<file path="src/rtl/tpm_unit.sv">
module tpm_unit #(
  parameter int NCH = 4,
  parameter int W   = 16
) (
  input  logic               clk,
  input  logic               rst_n,
  input  logic [1:0]         clk_sel,
  input  logic               center_mode,
  input  logic               ext_clk,
  input  logic [W-1:0]       modulo,
  output logic [W-1:0]       count,
  output logic               ovf_flag,
  input  logic               ovf_clr,
  input  logic [2*NCH-1:0]   ch_mode,
  input  logic [2*NCH-1:0]   ch_edge,
  input  logic [NCH-1:0]     ch_val_we,
  input  logic [NCH*W-1:0]   ch_val_wdata,
  output logic [NCH*W-1:0]   ch_val,
  output logic [NCH-1:0]     ch_flag,
  input  logic [NCH-1:0]     ch_flag_clr,
  input  logic [NCH-1:0]     ch_pin_in,
  output logic [NCH-1:0]     ch_pin_out,
  output logic [NCH-1:0]     ch_pin_oe
);

  logic [2:0] ext_sync;
  logic       dir_down;

  wire ext_step = ext_sync[1] & ~ext_sync[2];
  wire tick     = (clk_sel == 2'b01) | ((clk_sel == 2'b11) & ext_step);
  wire at_top   = count >= modulo;
  wire at_bot   = count == '0;
  wire wrap_up  = tick & ~center_mode & at_top;
  wire ovf_evt  = tick & (center_mode ? ((modulo == '0) | (dir_down & at_bot)) : at_top);

  always_ff @(posedge clk) begin
    if (!rst_n) ext_sync <= '0;
    else        ext_sync <= {ext_sync[1:0], ext_clk};
  end

  always_ff @(posedge clk) begin
    if (!rst_n) begin
      count    <= '0;
      dir_down <= 1'b0;
    end else begin
      if (!center_mode) dir_down <= 1'b0;
      if (tick) begin
        if (!center_mode) begin
          count <= at_top ? '0 : count + 1'b1;
        end else if (modulo == '0) begin
          count    <= '0;
          dir_down <= 1'b0;
        end else if (!dir_down) begin
          if (at_top) begin
            dir_down <= 1'b1;
            count    <= count - 1'b1;
          end else begin
            count <= count + 1'b1;
          end
        end else if (at_bot) begin
          dir_down <= 1'b0;
          count    <= {{(W-1){1'b0}}, 1'b1};
        end else begin
          count <= count - 1'b1;
        end
      end
    end
  end

  always_ff @(posedge clk) begin
    if (!rst_n) ovf_flag <= 1'b0;
    else        ovf_flag <= ovf_evt | (ovf_flag & ~ovf_clr);
  end

  for (genvar i = 0; i < NCH; i++) begin : g_ch
    logic [1:0]   md, el;
    logic [W-1:0] val;
    logic [2:0]   psync;
    logic         pin, pin_nx, flg;

    assign md = ch_mode[2*i +: 2];
    assign el = ch_edge[2*i +: 2];

    wire owned = (clk_sel != 2'b00) & (el != 2'b00);
    wire rise  = psync[1] & ~psync[2];
    wire fall  = ~psync[1] & psync[2];
    wire match = tick & (count == val);
    wire cap   = ~center_mode & (md == 2'b00) & owned & ((el[0] & rise) | (el[1] & fall));
    wire hit   = cap | (match & (center_mode | (md != 2'b00)));

    always_comb begin
      pin_nx = pin;
      if (center_mode) begin
        if (match) pin_nx = ~pin;
      end else if (md == 2'b01) begin
        if (match) begin
          case (el)
            2'b01:   pin_nx = ~pin;
            2'b10:   pin_nx = 1'b0;
            2'b11:   pin_nx = 1'b1;
            default: pin_nx = pin;
          endcase
        end
      end else if (md[1]) begin
        if (wrap_up)    pin_nx = ~el[0];
        else if (match) pin_nx = el[0];
      end
    end

    always_ff @(posedge clk) begin
      if (!rst_n) begin
        psync <= '0;
        pin   <= 1'b0;
        flg   <= 1'b0;
        val   <= '0;
      end else begin
        psync <= {psync[1:0], ch_pin_in[i]};
        pin   <= pin_nx;
        flg   <= hit | (flg & ~ch_flag_clr[i]);
        if (cap)                val <= count;
        else if (ch_val_we[i])  val <= ch_val_wdata[i*W +: W];
      end
    end

    assign ch_val[i*W +: W] = val;
    assign ch_flag[i]       = flg;
    assign ch_pin_out[i]    = pin;
    assign ch_pin_oe[i]     = owned;
  end

endmodule


</file>
<file path="config.mk">
export PLATFORM = sky130hd
export DESIGN_NAME = tpm_unit
export DESIGN_NICKNAME = d
export VERILOG_FILES = /design/src/rtl/tpm_unit.sv
export SDC_FILE = /design/constraint.sdc
export NUM_CORES = 1
export LEC_CHECK = 0
export ABC_AREA = 1
export BUFFER_PORTS_ARGS = -buffer_cell sky130_fd_sc_hd__buf_2
export CAP_MARGIN = 25
export CORE_ASPECT_RATIO = 0.8
export CORE_MARGIN = 3
export CORE_UTILIZATION = 30
export CTS_CLUSTER_DIAMETER = 120
export DETAILED_ROUTE_END_ITERATION = 10
export HOLD_SLACK_MARGIN = 0.1
export REMOVE_ABC_BUFFERS = 1
export SLEW_MARGIN = 20
export SYNTH_ARGS = -nofsm -noshare
export SYNTH_HDL_FRONTEND = slang
export SYNTH_SLANG_ARGS = --single-unit
</file>
<file path="constraint.sdc">
create_clock -name clk -period 5.65 [get_ports clk]
set_input_delay 0.2825 -clock clk [delete_from_list [all_inputs] [get_ports clk]]
set_output_delay 0.2825 -clock clk [all_outputs]
set_load 0.02 [all_outputs]
</file>
* After elaboration in Yosys (flattened, before gate mapping)
Index checks and enable logic that the tools add are counted.
** Word-level totals
- Flip-flop bits (word level) :: 105
- Input bits :: 115
- Output and inout port bits :: 93
- Word-level logic and storage cells :: 235
** Cells by class
- Add/sub/neg operators :: 2
- Magnitude comparators :: 1
- Equality and inequality tests :: 34
- Mux-type cells :: 54
- Bitwise operators :: 93
- Reduce and logical (&&, ||, !) cells :: 31
** Operators with widths (count)
- $mux W16 :: 14
- $eq A16 B16 Y1 :: 4
- $and A1 B1 Y1 :: 51
- $mux W1 :: 36
- $reduce_bool A2 Y1 :: 17
- $logic_not A16 Y1 :: 2
- $not A1 Y1 :: 23
- $ne A5 B2 Y1 const B :: 4
- $reduce_and A5 Y1 :: 4
- $or A1 B1 Y1 :: 19
- $eq A2 B1 Y1 const B :: 9
- $eq A2 B2 Y1 const B :: 9
- $add A16 B1 Y16 const B :: 1
- $ge A16 B16 Y1 :: 1
- $sub A16 B1 Y16 const B :: 1
- $pmux W1 S3 :: 4
- $reduce_bool A3 Y1 :: 4
- $logic_not A2 Y1 :: 4
- $ne A2 B1 Y1 const B :: 4
- $ne A2 B2 Y1 const B :: 4

* Longest topological paths before layout
Gate-level depths: netlist (run 1).
- Word-level depth :: 10
- Mapped depth :: 18
- Depth with buffers taken out :: 17

* Worst setup path after synthesis (run 1)
Ideal clock, no wire load.
- Kind :: flip-flop to flip-flop
- From :: reg count[5]
- To :: reg g_ch[1].pin
- Setup time :: 0.114 ns
- Arrival :: 1.880 ns
- Data required time :: 5.536 ns
- Slack :: 3.656 ns
- Stages on the path, launching flop included :: 17
- Buffers on the path :: 1
- Clock period less this slack :: 1.994 ns
- Path through :: dfxtp_1 ha_1 nand2_1 inv_1 nand2_1 nor2_1 nor2_1 nand2_1 nand2_1 nand2_4 buf_6 nand2_2 nand2_1 nand3_1 nand2_1 a21oi_1 nor2_1
** Between the ends
- Longest elaborated chain between the ends :: 6
- Elaborated cells on any way between the ends :: 12
- Classes of those cells :: order compare (1); eq/ne (3); mux (4); bitwise (2); reduce/logical (2)
** RTL lines
- from (decl) :: line 11 : output logic [W-1:0] count,
- from (signal assigned) :: line 49 : count <= at_top ? '0 : count + 1'b1;
- from (signal assigned) :: line 56 : count <= count - 1'b1;
- from (signal assigned) :: line 58 : count <= count + 1'b1;
- $ge A16 B16 Y1 :: line 31 : wire at_top = count >= modulo;
- $and A1 B1 Y1 :: line 33 : wire wrap_up = tick & ~center_mode & at_top;
- $mux W1 :: line 105 : if (wrap_up) pin_nx = ~el[0];
- $mux W1 :: line 104 : end else if (md[1]) begin
- $mux W1 :: line 95 : end else if (md == 2'b01) begin
- $mux W1 :: line 93 : if (center_mode) begin
- to (signal assigned) :: line 118 : pin <= pin_nx;
- to (decl) :: line 79 : logic pin, pin_nx, flg;
Several ways; a longest one is shown, not always the timed one. The select of a mux whose other input is x is not followed.
A chain may end at the register's enable or synchronous reset.

* Worst setup path in the final report (run 1)
- From :: reg count[0]
- To :: reg count[4]
** Between the ends
- Longest elaborated chain between the ends :: 5
- Elaborated cells on any way between the ends :: 10
- Classes of those cells :: add/sub (2); order compare (1); mux (6); reduce/logical (1)
** RTL lines
- $add A16 B1 Y16 (tied with other cells) :: line 49, 58
- $mux W16, on equally long branches :: line 54, 60
- $mux W16 :: line 53 : end else if (!dir_down) begin
- $mux W16 :: line 50 : end else if (modulo == '0) begin
- $mux W16 * :: line 48 : if (!center_mode) begin
Every way passes the cells marked *; elsewhere a longest branch is shown, timed or not.

==> results of run 1 <==
[flip-flops by register name, summed over array words and instances, names as in the netlist]
name and count:
ext_sync 3, g_ch.psync 12, g_ch.pin 4, count 16, g_ch.val 64, dir_down 1
g_ch.flg 4, ovf_flag 1
[cell families after synthesis]
kind of cell | Yosys count
and+or+nand+nor | 502
xor gates and xnor gates | 55
DFF | 105
buffers and inverters | 184
adders and majority gates | 21
AOI/OAI and AO/OA | 207
[through the flow]
stage | instance area [um2] | setup slack (ps) | power [mW] | hold slack, ps | util [%]
floorplan | 6730 | 3380 | 1.16 | 376 | -
global placement | 8280 | 3010 | 1.38 | 394 | 35.3
detailed placement | 8280 | 2920 | 1.38 | 396 | 35.3
CTS | 8610 | 2940 | 2.02 | 158 | 36.7
global route | 8620 | 2690 | 2.12 | 164 | 36.7
finish | 8620 | 2890 | 2.01 | 170 | 36.7
[cell usage in the layout, fill, tap and decap left out, types with 2 or more instances in the layout]
master                            n
sky130_fd_sc_hd__a21oi_1         43
sky130_fd_sc_hd__nand2_1        270
sky130_fd_sc_hd__inv_2            9
sky130_fd_sc_hd__ha_1            21
sky130_fd_sc_hd__nor2_4           2
sky130_fd_sc_hd__a21o_1           2
sky130_fd_sc_hd__inv_1           98
sky130_fd_sc_hd__xor2_1          33
sky130_fd_sc_hd__dlygate4sd3_1    5
sky130_fd_sc_hd__nand3_2          2
sky130_fd_sc_hd__nor4_1           4
sky130_fd_sc_hd__o21ai_0         70
sky130_fd_sc_hd__a211oi_1         6
sky130_fd_sc_hd__nor3_4           2
sky130_fd_sc_hd__inv_6            2
sky130_fd_sc_hd__o21ai_1          4
sky130_fd_sc_hd__a311oi_1        13
sky130_fd_sc_hd__nand3_1         61
sky130_fd_sc_hd__nor2_2           5
sky130_fd_sc_hd__a21oi_2          3
sky130_fd_sc_hd__clkbuf_16        9
sky130_fd_sc_hd__nand2_2          5
sky130_fd_sc_hd__buf_2          207
sky130_fd_sc_hd__nor2_1          82
sky130_fd_sc_hd__dfxtp_1        105
sky130_fd_sc_hd__nor3_2           5
sky130_fd_sc_hd__clkinv_2         2
sky130_fd_sc_hd__nor3_1          13
sky130_fd_sc_hd__xnor2_1         22
sky130_fd_sc_hd__nand2_4          2
sky130_fd_sc_hd__o211ai_1        11
sky130_fd_sc_hd__buf_4           16
sky130_fd_sc_hd__o211ai_2         2
sky130_fd_sc_hd__or2_2           23
sky130_fd_sc_hd__inv_8            2
sky130_fd_sc_hd__a31oi_1         50
sky130_fd_sc_hd__nand4_1         22
[timing repair]
item	4_1_cts	5_1_grt
hold buffers	5	0
hold endpoints to repair	5	0
buffers inserted	0	0
[layer usage]
layer,up-vias,track usage (%)
li1,3869,-
met1,3549,29.5
met2,348,30.9
met3,37,4.65
met4,2,4.84
met5,-,0
[power groups by stage]
stage	combinational (mW)	sequential, mW	clock [mW]
final	0.547	0.828	0.637
after global routing	0.604	0.833	0.681
after CTS	0.545	0.827	0.651
after detailed placement	0.540	0.844	0
after global placement	0.537	0.844	0
after floorplan	0.271	0.889	0
[final timing paths]
path / start / endpoint / slack, ps / cells past startpoint
worst max register to register: count[0]$_SDFFE_PN0N_ / count[4]$_SDFFE_PN0N_ / 2890 / 12
worst max-delay path: count[0]$_SDFFE_PN0N_ / count[4]$_SDFFE_PN0N_ / 2890 / 12
worst min register to register: g_ch[3].psync[0]$_SDFF_PN0_ / g_ch[3].psync[1]$_SDFF_PN0_ / 420 / 2
worst min-delay path: ch_val_wdata[7] / g_ch[0].val[7]$_SDFFE_PN0P_ / 170 / 3
[cell type report]
class | count | area, um2
fillers | 2561 | 14800
multi-input cells | 785 | 4220
flip-flops and latches | 105 | 2100
repair buffers | 228 | 1210
inverters | 110 | 417
well taps | 312 | 390
clock buffers | 9 | 225
clock inverters | 7 | 61.3
[critical path: stages, from the launching register on]
cell and delay (ps):
sky130_fd_sc_hd__dfxtp_1 680, sky130_fd_sc_hd__inv_1 330, sky130_fd_sc_hd__ha_1 360, sky130_fd_sc_hd__nand4_1 80, sky130_fd_sc_hd__nor2_1 40, sky130_fd_sc_hd__nor2_1 70, sky130_fd_sc_hd__nand2_1 50, sky130_fd_sc_hd__nand2_1 90
sky130_fd_sc_hd__nand2_4 150, sky130_fd_sc_hd__nor2_4 450, sky130_fd_sc_hd__nand2_1 100, sky130_fd_sc_hd__o211ai_1 120, sky130_fd_sc_hd__a21oi_1 90
==> qor.tcl, run 1 <==
set qor(synth_compound_area_share_pct) 17.2
set qor(post-synth-top-area-fraction_pct) 29.2
set qor(max_slew_margin_pct) 39.6
set qor(yosysTopAreaCell) {sky130_fd_sc_hd__dfxtp_1}
set qor(p_sw_mw) 0.729
set qor(final_max_slew_viol_count) 0
set qor(tns_ps) 0
set qor(top_layer_used) {met5}
set qor(report.final.setup_viol) 0
set qor(worstPathArrival_ps) 3000
set qor(end_kind) {flip-flop}
set qor(critPathMaxFanout) 22
set qor(num_vias) 7805
set qor(design.portCount) 208
set qor(place.gp.congestion) 0.887
set qor(detail_route.wl_per_cell_um) 17.5
set qor(clock_sink_count) 105
set qor(layout-area-overhead-vs-synth_pct) 19.8
set qor(setup_repair_after_global_routing_missed_its_margin) {false}
set qor(yosys.cell_count.top_type) {sky130_fd_sc_hd__nand2_1}
set qor(combinationalPowerShare_pct) 27.2
set qor(die-area_mm2) 0.0259
set qor(cts-htree-levels) 3
set qor(post_cts_resize_count) 0
set qor(starting_drt_drc_count) 603
set qor(main_combinational_cell_family_by_area_after_synthesis) {simple AND/OR/NAND/NOR gates}
set qor(power_leakage_nw) 4.23
set qor(cts_tree) {built}
set qor(track_usage_pct) 20.4
set qor(floorplan.core_area_mm2) 0.0235
set qor(numPlacedInstances) 1535
set qor(synth_cell_type_count) 46
set qor(synth_seq_area_share_pct) 29.2
set qor(syn_area_mm2) 0.00720
set qor(synthAdderAreaFrac_pct) 3.65
set qor(grt_antenna_before_repair) 1
set qor(clock_tree.root_cell) {sky130_fd_sc_hd__clkbuf_16}
set qor(routed_via_density) 5.02
set qor(portBuffers) 207
set qor(cts.reportedPaths.clkPinSlew_ps) 80
set qor(critPathLaunchType) {flip-flop}
set qor(post_synth_xor_area_fraction_pct) 6.69
set qor(routed_wirelength_um) 27200
set qor(routed-wl-met3_um) 2400
set qor(pwr_density_cell_mw_per_mm2) 233
set qor(place.detailed.hpwl_um) 20000
set qor(synth_top_flop_cell) {sky130_fd_sc_hd__dfxtp_1}
set qor(antenna_violating_nets_post_route) 0
set qor(cap_viol_max_count) 0
set qor(synthesis.yosys.warnings) 0
set qor(fin_crit_ps) 2760
set qor(die_span_y_um) 145
set qor(ctsLongestPathBuffers) 2
set qor(num-nets-final) 1375
set qor(number_of_enable_flip_flop_cells_after_synthesis) 0
set qor(postSynthCellCount) 1074
set qor(grt.overflow.total) 0
set qor(worst_ir_drop_vdd_v) 0.000137
set qor(floorplan.initialDensity_pct) 30.7
set qor(post_synthesis_mux_area_share_pct) 0
set qor(first_global_vias) 7034
set qor(num_antenna_cells) 0
set qor(remaining_drc_errors) 0
set qor(critical_path_required_ps) 5890
set qor(grt_pass1_wl_um) 40800
set qor(dieWidth_um) 179
set qor(timing_worst_slew_pin_value_ps) 905
set qor(synthesis.area_per_instance_um2) 6.70
set qor(numCtsBuffers) 9
set qor(met2_length_um) 11800
set qor(post_route_cells_drive_above_1_share_pct) 24.3
set qor(p_seq_share_pct) 41.1
set qor(synth_async_sr_flop_share_pct) 0
set qor(hold_path.class) {primary input to flip-flop}
set qor(swShare_pct) 36.2
set qor(run_status) {finished clean}
set qor(timing_hold_violations_final) 0
set qor(floorplan.rows) 50
set qor(clock_network_fraction_of_total_power_pct) 31.7
set qor(yosys.area_share.simple_pct) 31.0
set qor(synth.top_cells.by_count) {sky130_fd_sc_hd__nand2_1 (270), sky130_fd_sc_hd__dfxtp_1 (105), sky130_fd_sc_hd__inv_1 (98)}
set qor(final_min_period_over_clock_period_pct) 48.8
set qor(ys_ff_latch) 105
set qor(m1WireLength_um) 12600
set qor(clk-insertion-delay-late_ps) 360
set qor(pin_count_of_the_biggest_net_entering_global_routing) 47
set qor(drt_pass1_iterations) 5
set qor(timing.fmax_mhz) 363
set qor(synth.area.top_cells) {sky130_fd_sc_hd__dfxtp_1 (29%), sky130_fd_sc_hd__nand2_1 (14%), sky130_fd_sc_hd__inv_1 (5.1%)}
set qor(final.setup_skew_ps) 11.4
set qor(layoutNonFillerInstCount) 1556
set qor(cellInternalPower_mw) 1.28
set qor(criticalPathCategory) {flip-flop to flip-flop}
Note: power is estimated with default switching activity, not from simulation.
==> inputs of run 2 (changes only) <==
Clock period 5.65 ns to 2.83 ns, I/O delays scaled along.
==> qor.tcl, run 2 (same netlist as run 1, synthesis figures left out) <==
set qor(run_status) {finished clean} ;# unchanged
set qor(reg.largest.list) {g_ch.val: 64 flops, count: 16 flops, g_ch.psync: 12 flops} ;# unchanged
set qor(register_area_mm2) 0.00210 ;# unchanged
set qor(layout_commonest_cell) {sky130_fd_sc_hd__nand2_1} ;# unchanged
set qor(hold_path.class) {primary input to flip-flop} ;# unchanged
set qor(clock_tree.root_cell) {sky130_fd_sc_hd__clkbuf_16} ;# unchanged
set qor(multi_input_area_mm2) 0.00421 ;# was 0.00422 mm2
set qor(min_delay_worst_endpoint) {g_ch[0].val[6]$_SDFFE_PN0P_} ;# was g_ch[0].val[7]$_SDFFE_PN0P_
set qor(num-nets-final) 1447 ;# was 1,375
set qor(largest_register_ffs) 64 ;# unchanged
set qor(cts_tree) {built} ;# unchanged
set qor(highest_count_cells_in_the_layout_ignoring_fill_and_taps) {sky130_fd_sc_hd__nand2_1 (270), sky130_fd_sc_hd__buf_2 (207), sky130_fd_sc_hd__dfxtp_1 (105)} ;# unchanged
set qor(dieWidth_um) 179 ;# unchanged
set qor(first_global_vias) 7402 ;# was 7,034
set qor(top_register) {g_ch.val} ;# unchanged
set qor(power_leakage_nw) 4.55 ;# was 4.23 nW
set qor(cts-htree-levels) 3 ;# unchanged
set qor(cap_viol_max_count) 0 ;# unchanged
set qor(postCtsSetupRepairBufs) 0 ;# unchanged
set qor(numCtsBuffers) 9 ;# unchanged
set qor(ctsLongestPathBuffers) 2 ;# unchanged
set qor(grt_antenna_before_repair) 0 ;# was 1
set qor(clock_network_fraction_of_total_power_pct) 31.4 ;# was 31.7%
set qor(clock_sink_count) 105 ;# unchanged
set qor(combinationalPowerShare_pct) 29.0 ;# was 27.2%
set qor(die-area_mm2) 0.0259 ;# unchanged
set qor(pin_count_of_the_biggest_net_entering_global_routing) 56 ;# was 47
set qor(final_min_period_over_clock_period_pct) 81.1 ;# was 48.8%
set qor(p_sw_mw) 1.45 ;# was 0.729 mW
set qor(rr_endpoint) {count[8]$_SDFFE_PN0N_} ;# was count[4]$_SDFFE_PN0N_
set qor(worstPathArrival_ps) 2540 ;# was 3000 ps
set qor(layout-area-overhead-vs-synth_pct) 29.8 ;# was 19.8%
set qor(timing_worst_slew_pin_value_ps) 892 ;# was 905 ps
set qor(num_vias) 8051 ;# was 7,805
set qor(pwr_density_cell_mw_per_mm2) 440 ;# was 233 mW/mm2
set qor(design.portCount) 208 ;# unchanged
set qor(fin_hold_ws_ps) 113 ;# was 170 ps
set qor(report.final.setup_viol) 0 ;# unchanged
set qor(crit_path_start) {count[11]$_SDFFE_PN0N_} ;# was count[0]$_SDFFE_PN0N_
set qor(detail_route.wl_per_cell_um) 16.8 ;# was 17.5 um
set qor(place.gp.congestion) 0.905 ;# was 0.887
set qor(setup_repair_after_global_routing_missed_its_margin) {false} ;# unchanged
set qor(critical_path_required_ps) 3070 ;# was 5890 ps
set qor(floorplan.core_area_mm2) 0.0235 ;# unchanged
set qor(post_cts_hold_buffer_count) 69 ;# was 5
set qor(reg2reg_from) {count[11]$_SDFFE_PN0N_} ;# was count[0]$_SDFFE_PN0N_
set qor(post_cts_resize_count) 0 ;# unchanged
set qor(fin_crit_ps) 2290 ;# was 2760 ps
set qor(hold-path-cell-count) 3 ;# unchanged
set qor(swShare_pct) 35.4 ;# was 36.2%
set qor(place.detailed.hpwl_um) 19900 ;# was 20,000 um
set qor(end_kind) {flip-flop} ;# unchanged
set qor(floorplan.initialDensity_pct) 30.7 ;# unchanged
set qor(critPathMaxFanout) 22 ;# unchanged
set qor(antenna_violating_nets_post_route) 0 ;# unchanged
set qor(routed_via_density) 4.95 ;# was 5.02
set qor(layoutNonFillerInstCount) 1628 ;# was 1,556
set qor(post_route_cells_drive_above_1_share_pct) 23.5 ;# was 24.3%
set qor(cts.reportedPaths.clkPinSlew_ps) 70 ;# was 80 ps
set qor(clk-insertion-delay-late_ps) 370 ;# was 360 ps
set qor(critPathLaunchType) {flip-flop} ;# unchanged
set qor(final.setup_skew_ps) 14.7 ;# was 11.4 ps
set qor(r2r_slack_ps) 540 ;# was 2890 ps
set qor(numPlacedInstances) 1543 ;# was 1,535
set qor(remaining_drc_errors) 0 ;# unchanged
set qor(cellInternalPower_mw) 2.66 ;# was 1.28 mW
set qor(grt.overflow.total) 0 ;# unchanged
set qor(num_antenna_cells) 0 ;# unchanged
set qor(launch_instance_of_the_worst_min_delay_path) {ch_val_wdata[6]} ;# was ch_val_wdata[7]
set qor(timing.fmax_mhz) 436 ;# was 363 MHz
set qor(worst_ir_drop_vdd_v) 0.000266 ;# was 0.000137 V
set qor(p_seq_share_pct) 39.5 ;# was 41.1%
set qor(fillers) 2475 ;# was 2,561
set qor(tns_ps) 0 ;# unchanged
set qor(r2r_cells) 9 ;# was 12
set qor(max_slew_margin_pct) 40.5 ;# was 39.6%
set qor(drt_pass1_iterations) 5 ;# unchanged
set qor(final_max_slew_viol_count) 0 ;# unchanged
set qor(timing_hold_violations_final) 0 ;# unchanged
set qor(track_usage_pct) 20.6 ;# was 20.4%
set qor(routed_wirelength_um) 27300 ;# was 27,200 um
set qor(grt_pass1_wl_um) 41200 ;# was 40,800 um
set qor(portBuffers) 207 ;# unchanged
set qor(die_span_y_um) 145 ;# unchanged
set qor(floorplan.rows) 50 ;# unchanged
set qor(criticalPathCategory) {flip-flop to flip-flop} ;# unchanged
set qor(starting_drt_drc_count) 565 ;# was 603
[run 2: changes by cell type in the layout (fill, tap and decap cells not counted), sizes merged]
cell / delta
dlygate4sd3: +64
buf: +8
clkbuf: +1
clkinvlp: -1
[run 2: critical path, stage by stage, from the launching register on]
cell                       delay [ps]
sky130_fd_sc_hd__dfxtp_1          320
sky130_fd_sc_hd__ha_1             300
sky130_fd_sc_hd__a21oi_1          140
sky130_fd_sc_hd__o21ai_0          110
sky130_fd_sc_hd__a21oi_1          320
sky130_fd_sc_hd__nand2_4          210
sky130_fd_sc_hd__nor2_4           450
sky130_fd_sc_hd__nand2_1          100
sky130_fd_sc_hd__o211ai_1         120
sky130_fd_sc_hd__a21oi_1           90
[run 2: metal layers]
layer | vias up | wire length [um] | GRT usage (%)
li1 | 4014 | - | -
met1 | 3658 | 12400 | 28.7
met2 | 348 | 12100 | 32.8
met3 | 31 | 2330 | 3.99
met4 | 0 | 479 | 5.45
met5 | - | 0 | 0
[run 2: cell type report]
cell class / instances / area share [%]
well taps: 312 / 4.18
clock inverters: 6 / 0.670
clock buffers: 10 / 2.56
repair buffers: 300 / 20.5
multi-input cells: 785 / 45.1
inverters: 110 / 4.46
flip-flops and latches: 105 / 22.5
[run 2: how the worst max path moves through the flow]
stage                        endpoint  slack, ps  cells past startpoint
2_1_floorplan  count[10]$_SDFFE_PN0N_        560                      9
3_3_place_gp   count[11]$_SDFFE_PN0N_        630                      9
3_5_place_dp    count[8]$_SDFFE_PN0N_        570                      9
4_1_cts         count[8]$_SDFFE_PN0N_        560                      9
5_1_grt         count[4]$_SDFFE_PN0N_        350                      9
6_report        count[8]$_SDFFE_PN0N_        540                      9
[run 2: power groups by stage]
stage	combinational (mW)	sequential (mW)	clock, mW
6_report	1.19	1.63	1.29
3_3_place_gp	1.10	1.66	0
5_1_grt	1.32	1.64	1.38
4_1_cts	1.19	1.63	1.33
2_1_floorplan	0.541	1.78	0
3_5_place_dp	1.12	1.66	0
[run 2: metrics by stage]
step	setup slack (ps)	utilization (%)	instance area, um2	power, mW
floorplan	558	-	6730	2.32
CTS	560	39.8	9340	4.15
detailed placement	571	35.6	8350	2.78
global placement	627	35.6	8350	2.77
global route	348	39.8	9340	4.34
finish	536	39.8	9340	4.11
